[config.mk]
export PLATFORM = sky130hd
export DESIGN_NAME = dirclk_mode_ctrl
export DESIGN_NICKNAME = d
export VERILOG_FILES = /design/src/rtl/dirclk_pkg.sv /design/src/rtl/dirclk_detect.sv /design/src/rtl/dirclk_state.sv /design/src/rtl/dirclk_mode_ctrl.sv
export SDC_FILE = /design/constraint.sdc
export NUM_CORES = 1
export LEC_CHECK = 0
export BUFFER_PORTS_ARGS = -buffer_cell sky130_fd_sc_hd__buf_2
export CAP_MARGIN = 30
export CORE_AREA = 5 5 42 44
export CTS_CLUSTER_SIZE = 16
export DETAILED_ROUTE_END_ITERATION = 8
export DIE_AREA = 0 0 47 49
export PLACE_DENSITY_LB_ADDON = 0.15
export SYNTH_ARGS = -nofsm -noshare
export SYNTH_HDL_FRONTEND = slang
export SYNTH_HIERARCHICAL = 1
export SYNTH_SLANG_ARGS = --single-unit
[constraint.sdc]
create_clock -name clk -period 3.6 [get_ports clk]
set_input_delay 1.08 -clock clk [delete_from_list [all_inputs] [get_ports clk]]
set_output_delay 1.08 -clock clk [all_outputs]
set_load 0.05 [all_outputs]
[src/rtl/dirclk_pkg.sv]
package dirclk_pkg;
  typedef struct packed {
    logic refHit;    // enough reference edges seen in the current window
    logic applyNow;  // word boundary: commit pending selections
  } ctrlStrobe_t;

  localparam logic [1:0] MODE_STANDBY = 2'b00;
  localparam logic [1:0] MODE_HALF    = 2'b11;
endpackage

[src/rtl/dirclk_detect.sv]
module dirclk_detect
  import dirclk_pkg::*;
#(
  parameter int WIN_LEN     = 16,
  parameter int EDGE_MIN    = 4,
  parameter int SYNC_STAGES = 2
) (
  input  logic        clk,
  input  logic        rstN,
  input  logic        refRaw,
  input  logic        wordBoundary,
  output ctrlStrobe_t strb
);
  localparam int WIN_W = (WIN_LEN > 2) ? $clog2(WIN_LEN) : 1;
  localparam int CNT_W = (EDGE_MIN > 2) ? $clog2(EDGE_MIN) : 1;
  localparam logic [WIN_W-1:0] WIN_LAST = WIN_W'(WIN_LEN - 1);
  localparam logic [CNT_W-1:0] CNT_LAST = CNT_W'(EDGE_MIN - 1);

  logic [SYNC_STAGES-1:0] syncChain;
  logic                   refSync;
  logic                   refPrev;
  logic                   refRise;
  logic [WIN_W-1:0]       winCnt;
  logic [CNT_W-1:0]       edgeCnt;
  logic                   winEnd;
  logic                   hit;

  // Synchronizer chain; depth selected by parameter
  generate
    if (SYNC_STAGES == 1) begin : g_sync1
      always_ff @(posedge clk) begin
        if (!rstN) syncChain <= '0;
        else       syncChain <= refRaw;
      end
    end else begin : g_syncN
      always_ff @(posedge clk) begin
        if (!rstN) syncChain <= '0;
        else       syncChain <= {syncChain[SYNC_STAGES-2:0], refRaw};
      end
    end
  endgenerate

  assign refSync = syncChain[SYNC_STAGES-1];
  assign refRise = refSync & ~refPrev;
  assign winEnd  = (winCnt == WIN_LAST);
  assign hit     = refRise && (edgeCnt == CNT_LAST);

  always_ff @(posedge clk) begin
    if (!rstN) begin
      refPrev <= 1'b0;
      winCnt  <= '0;
      edgeCnt <= '0;
    end else begin
      refPrev <= refSync;
      if (winEnd) begin
        winCnt  <= '0;
        edgeCnt <= '0;
      end else begin
        winCnt <= winCnt + WIN_W'(1);
        if (refRise && (edgeCnt != CNT_LAST))
          edgeCnt <= edgeCnt + CNT_W'(1);
      end
    end
  end

  always_comb begin
    strb.refHit   = hit;
    strb.applyNow = wordBoundary;
  end
endmodule

[src/rtl/dirclk_state.sv]
module dirclk_state
  import dirclk_pkg::*;
(
  input  logic        clk,
  input  logic        rstN,
  input  logic        dirSel,
  input  logic [1:0]  modeSel,
  input  logic        refRaw,
  input  ctrlStrobe_t strb,
  output logic        serEn,
  output logic        desEn,
  output logic        wordClkHigh,
  output logic        halfRate,
  output logic        clkSrcRef
);
  logic       refLatched;
  logic       srcReg;
  logic       dirReg;
  logic [1:0] modeReg;
  logic       active;

  // Reset loads pins directly; the reference level at reset picks the source
  always_ff @(posedge clk) begin
    if (!rstN) begin
      refLatched <= refRaw;
      srcReg     <= refRaw;
      dirReg     <= dirSel;
      modeReg    <= modeSel;
    end else begin
      if (strb.refHit) refLatched <= 1'b1;
      if (strb.applyNow) begin
        srcReg  <= srcReg | refLatched | strb.refHit;
        dirReg  <= dirSel;
        modeReg <= modeSel;
      end
    end
  end

  assign active      = (modeReg != MODE_STANDBY);
  assign serEn       = active & dirReg;
  assign desEn       = active & ~dirReg;
  assign wordClkHigh = ~desEn;
  assign halfRate    = (modeReg == MODE_HALF);
  assign clkSrcRef   = srcReg;
endmodule

[src/rtl/dirclk_mode_ctrl.sv]
module dirclk_mode_ctrl
  import dirclk_pkg::*;
#(
  parameter int WIN_LEN     = 16,
  parameter int EDGE_MIN    = 4,
  parameter int SYNC_STAGES = 2
) (
  input  logic       clk,
  input  logic       rstN,
  input  logic       dirSel,
  input  logic [1:0] modeSel,
  input  logic       refRaw,
  input  logic       wordBoundary,
  output logic       serEn,
  output logic       desEn,
  output logic       wordClkHigh,
  output logic       halfRate,
  output logic       clkSrcRef
);
  ctrlStrobe_t strb;

  dirclk_detect #(
    .WIN_LEN    (WIN_LEN),
    .EDGE_MIN   (EDGE_MIN),
    .SYNC_STAGES(SYNC_STAGES)
  ) uDetect (
    .clk         (clk),
    .rstN        (rstN),
    .refRaw      (refRaw),
    .wordBoundary(wordBoundary),
    .strb        (strb)
  );

  dirclk_state uState (
    .clk        (clk),
    .rstN       (rstN),
    .dirSel     (dirSel),
    .modeSel    (modeSel),
    .refRaw     (refRaw),
    .strb       (strb),
    .serEn      (serEn),
    .desEn      (desEn),
    .wordClkHigh(wordClkHigh),
    .halfRate   (halfRate),
    .clkSrcRef  (clkSrcRef)
  );
endmodule

==> flow_summary.toml, run 1 <==
[power]
pwr-share-clk_pct = 28.1
p_comb_share_pct = 14.8
internal_power_uw = 232
p_total_uw = 316
ir_worst_vdd_mv = 0.173
p_sw_uw = 83.1
p_leak_nw = 0.279
seq_power_share_pct = 57.0
cellPowerDensity_nw_per_um2 = 487
swShare_pct = 26.3

[cts]
cts_resized = 0
clkTransAtPathRegs_ps = 80
postCtsSetupBuffers = 0
cts_tree = "done"
clock_latency_ps = 270
htreeDepth = 1
numCtsBuffers = 3
cts_root_buf = "clkbuf_4"
hold_buffers = 0
clk_path_buf_depth = 2
clock_sinks = 14

[detailed_routing]
drt-total-wl_um = 806
dr.pass1.iters = 4
wl_per_cell_um = 10.6
viasPerCell = 4.62
ant_nets = 0
drc = 0
drtIter0Drc = 6
dr_total_vias = 351

[timing]
hold_slack_ps = 439
slew_headroom_pct = 83.4
fin_skew_ps = 2.33
finalSetupTns_ps = 0
final_hold_viol_count = 0
fmax_mhz = 439
worstMarginPinSlew_ps = 250
slew_viol_final = 0
fin_crit_ps = 2280
setup_viol = 0
fin_crit_sh_pct = 63.3
rsz0062_at_grt = "no"

[synthesis]
synth_area_um2 = 562
ys_ff_latch = 14
syn_avg_cell_area_um2 = 12.0
postSynthCellCount = 47
synth_nets = 56
ys_seq_area_share_pct = 58.8
yosys_warnings = 6
ys_types = 24

[worst_setup_path]
startpoint = "uState/modeReg[0]$_DFFE_PP_"
path_class = "reg -> out"
critical_path.max_fanout = 3
startpoint_type = "flip-flop"
regToRegStartpoint = "uDetect/edgeCnt[0]$_SDFFE_PP0P_"
crit_arrival_ps = 1200
endpoint_kind = "primary output"
cp.required_ps = 2520

[floorplanning]
num_rows = 14
core_area_um2 = 1400
die-area_um2 = 2300
die_height_um = 49
die_w_um = 47
io_pins = 12
start_util_pct = 40.1

[placed_design]
gp_congestion = 0.673
port_buffers = 11
hpwl_um = 638
dp_cells = 72

[final_layout]
layout_commonest_cell = "buf_2"
nets = 70
finalNonFillerCells = 76
drive_gt1_share_pct = 28.3
final_cell_mix = "11 x buf_2, 9 x dfxtp_1, 5 x nor2_1, 5 x and2_1, 5 x edfxtp_1"
synthToLayoutAreaGrowth_pct = 15.4
diodes = 0

[run]
cap_violations = 0

[run_status]
outcome = "completed"

[global_routing]
antenna_found_initial = 0
grt_max_degree = 11
grt_overflow = 0
track_usage_pct = 8.37
grt_pass1_vias = 337
grt_pass1_wl_um = 1390

[worst_hold_path]
hold_class = "reg -> reg"
hold_start = "uDetect/syncChain[0]$_SDFF_PN0_"
-- cell type report --
class                           count  area [um2]
Fill cell                         145         753
Sequential cell                    14         330
Multi-Input combinational cell     30         213
Timing Repair Buffer               11        55.1
Clock buffer                        4        26.3
Tap cell                           16        20.0
Inverter                            1        3.75
-- power by group through the flow --
stage          logic (mW)  registers, mW  clock network, mW
6_report           0.0469          0.180             0.0887
2_1_floorplan      0.0332          0.186                  0
5_1_grt            0.0513          0.181              0.101
3_3_place_gp       0.0468          0.184                  0
3_5_place_dp       0.0476          0.184                  0
4_1_cts            0.0476          0.180             0.0952
-- cell usage after synthesis, drive strengths merged --
| cell type | number | area (um2) |
|---|---|---|
| nand3 | 1 | 5.00 |
| nor3b | 1 | 18.8 |
| inv | 1 | 3.75 |
| nand4b | 1 | 8.76 |
| xnor2 | 1 | 8.76 |
| o21ai | 1 | 5.00 |
| a21boi | 1 | 7.51 |
| xor2 | 1 | 8.76 |
| edfxtp | 5 | 150 |
| and3 | 1 | 6.26 |
| or2 | 2 | 12.5 |
| o31a | 1 | 8.76 |
| dfxtp | 9 | 180 |
| nor2b | 1 | 6.26 |
| a21oi | 1 | 5.00 |
| mux2i | 1 | 10.0 |
| and2 | 5 | 31.3 |
| ha | 2 | 25.0 |
| nand2 | 1 | 3.75 |
| and3b | 1 | 10.0 |
| buf | 2 | 15.0 |
| nor2 | 5 | 18.8 |
| nand2b | 2 | 12.5 |
-- critical path, stage by stage (launching register included) --
cell	delay, ps
edfxtp_1	380
nor2_1	170
or2_2	130
buf_2	250
-- layer usage --
metal  share of wire (%)  up-vias  global-route usage, %  wire length (um)
met4                0.87        0                   4.15                 7
met2                  45        7                   12.4               364
met5                   0        -                      0                 0
li1                    -      184                      -                 -
met3                 6.5        2                   3.32                52
met1                  47      158                   10.1               382
-- cell families after synthesis --
| group | Yosys count | synth area share (%) |
|---|---|---|
| xor gates and xnor gates | 2 | 3.12 |
| buffers and inverters | 3 | 3.34 |
| adders and majority gates | 2 | 4.45 |
| muxes | 1 | 1.78 |
| and+or+nand+nor | 21 | 23.8 |
| DFF | 14 | 58.8 |
| AOI/OAI and AO/OA | 4 | 4.68 |
-- flip-flops by register name, summed over array words and instances (netlist names) --
| signal | flops |
|---|---|
| uDetect/edgeCnt | 2 |
| uDetect/refPrev | 1 |
| uDetect/syncChain | 2 |
| uDetect/winCnt | 4 |
| uState/clkSrcRef | 1 |
| uState/dirReg | 1 |
| uState/modeReg | 2 |
| uState/refLatched | 1 |
-- stage by stage --
step	worst slack, ps	area (um2)	utilization [%]
after floorplan	1450	562	-
after global placement	1630	622	44.4
after detailed placement	1610	622	44.4
after CTS	1290	648	46.3
after global routing	1230	648	46.3
final	1320	648	46.3
-- final timing paths --
path	to	slack [ps]	depth (start not counted)
max	wordClkHigh	1320	3
min	uDetect/syncChain[1]$_SDFF_PN0_	440	1
max reg2reg	uState/clkSrcRef$_DFFE_PP_	2180	4
min reg2reg	uDetect/syncChain[1]$_SDFF_PN0_	440	1
Power figures use the tool's default switching activity.
==> run 2, diff against run 1 <==
clock period = 2 ns   (was 3.6 ns; I/O delays follow)
==> flow_summary.toml, run 2 (synthesis results as in run 1) <==
[run_status]
outcome = "completed"

[placed_design]
hpwl_um = 607
port_buffers = 11
gp_congestion = 0.667
pre_cts_slack_ps = 484
placed_area_um2 = 622
dp_cells = 72

[timing]
fin_skew_ps = 3.71
hold_slack_ps = 437
final_hold_viol_count = 0
finalWorstSetupSlack_ps = 203
setup_viol = 0
fin_crit_sh_pct = 89.9
rsz0062_at_grt = "no"
finalSetupTns_ps = 0
fmax_mhz = 556
slew_headroom_pct = 83.4
fin_crit_ps = 1800
slew_viol_final = 0
worstMarginPinSlew_ps = 251

[detailed_routing]
viasPerCell = 4.61
dr.pass1.iters = 2
dr_total_vias = 350
drc = 0
ant_nets = 0
drt-total-wl_um = 781
wl_per_cell_um = 10.3
drtIter0Drc = 5

[floorplanning]
num_rows = 14
die-area_um2 = 2300
core_area_um2 = 1400
die_w_um = 47
start_util_pct = 40.1
die_height_um = 49
io_pins = 12

[final_layout]
final_cell_mix = "11 x buf_2, 9 x dfxtp_1, 5 x nor2_1, 5 x and2_1, 5 x edfxtp_1"
drive_gt1_share_pct = 28.3
largest_register = "uDetect/winCnt"
nets = 70
utilization_pct = 46.3
largest_register_ffs = 4
synthToLayoutAreaGrowth_pct = 15.4
final_area_um2 = 648
finalNonFillerCells = 76
layout_commonest_cell = "buf_2"
diodes = 0
fillers = 148

[cts]
postCtsSetupBuffers = 0
numCtsBuffers = 3
clock_latency_ps = 270
cts_tree = "done"
htreeDepth = 1
clk_path_buf_depth = 2
hold_buffers = 0
clock_sinks = 14
clkTransAtPathRegs_ps = 80
cts_root_buf = "clkbuf_4"
cts_resized = 0

[worst_setup_path]
cp.required_ps = 1400
ff2ff_setup_slack_ps = 580
critical_path.max_fanout = 3
path_class = "reg -> out"
endpoint_kind = "primary output"
crit_arrival_ps = 1200
startpoint_type = "flip-flop"

[global_routing]
track_usage_pct = 8.30
antenna_found_initial = 0
grt-busiest-layer = "met2"
grt_pass1_vias = 330
grtUsageMet3_pct = 3.32
grt_overflow = 0
gr-usage-met2_pct = 11.8
grt_pass1_wl_um = 1390
grt_max_degree = 11
grt_use_met1_pct = 10.6

[worst_hold_path]
hold_class = "reg -> reg"

[power]
p_total_uw = 565
p_leak_nw = 0.279
ir_worst_vdd_mv = 0.311
p_comb_share_pct = 14.9
seq_power_share_pct = 57.3
cellPowerDensity_nw_per_um2 = 872
p_sw_uw = 147
swShare_pct = 26.0
internal_power_uw = 418
pwr-share-clk_pct = 27.7

[run]
cap_violations = 0
[run 2: final cells by class]
| type | instances | area, um2 | share of cell area, % |
|---|---|---|---|
| multi-input cells | 30 | 213 | 32.8 |
| flip-flops and latches | 14 | 330 | 51.0 |
| well taps | 16 | 20.0 | 3.09 |
| clock buffers | 4 | 26.3 | 4.05 |
| repair buffers | 11 | 55.1 | 8.49 |
| inverters | 1 | 3.75 | 0.579 |
[run 2: power by group through the flow]
stage | clock network [mW] | registers [mW] | logic [mW]
2_1_floorplan | 0 | 0.334 | 0.0598
3_3_place_gp | 0 | 0.330 | 0.0843
4_1_cts | 0.169 | 0.324 | 0.0853
6_report | 0.157 | 0.324 | 0.0842
3_5_place_dp | 0 | 0.331 | 0.0852
5_1_grt | 0.184 | 0.327 | 0.0927
[run 2: worst max-delay path: stages (launching register included)]
cell	delay [ps]
edfxtp_1	380
nor2_1	180
or2_2	130
buf_2	250
[run 2: final timing paths]
check                             startpoint                         endpoint  depth (start not counted)
max reg2reg  uDetect/edgeCnt[0]$_SDFFE_PP0P_       uState/clkSrcRef$_DFFE_PP_                          4
min reg2reg  uDetect/syncChain[0]$_SDFF_PN0_  uDetect/syncChain[1]$_SDFF_PN0_                          1
min          uDetect/syncChain[0]$_SDFF_PN0_  uDetect/syncChain[1]$_SDFF_PN0_                          1
max              uState/modeReg[0]$_DFFE_PP_                      wordClkHigh                          3
[run 2: layer usage]
metal / wire length, um / vias up
met5: 0 / -
met2: 373 / 7
met1: 355 / 160
li1: - / 183
met4: 0 / 0
met3: 52 / 0
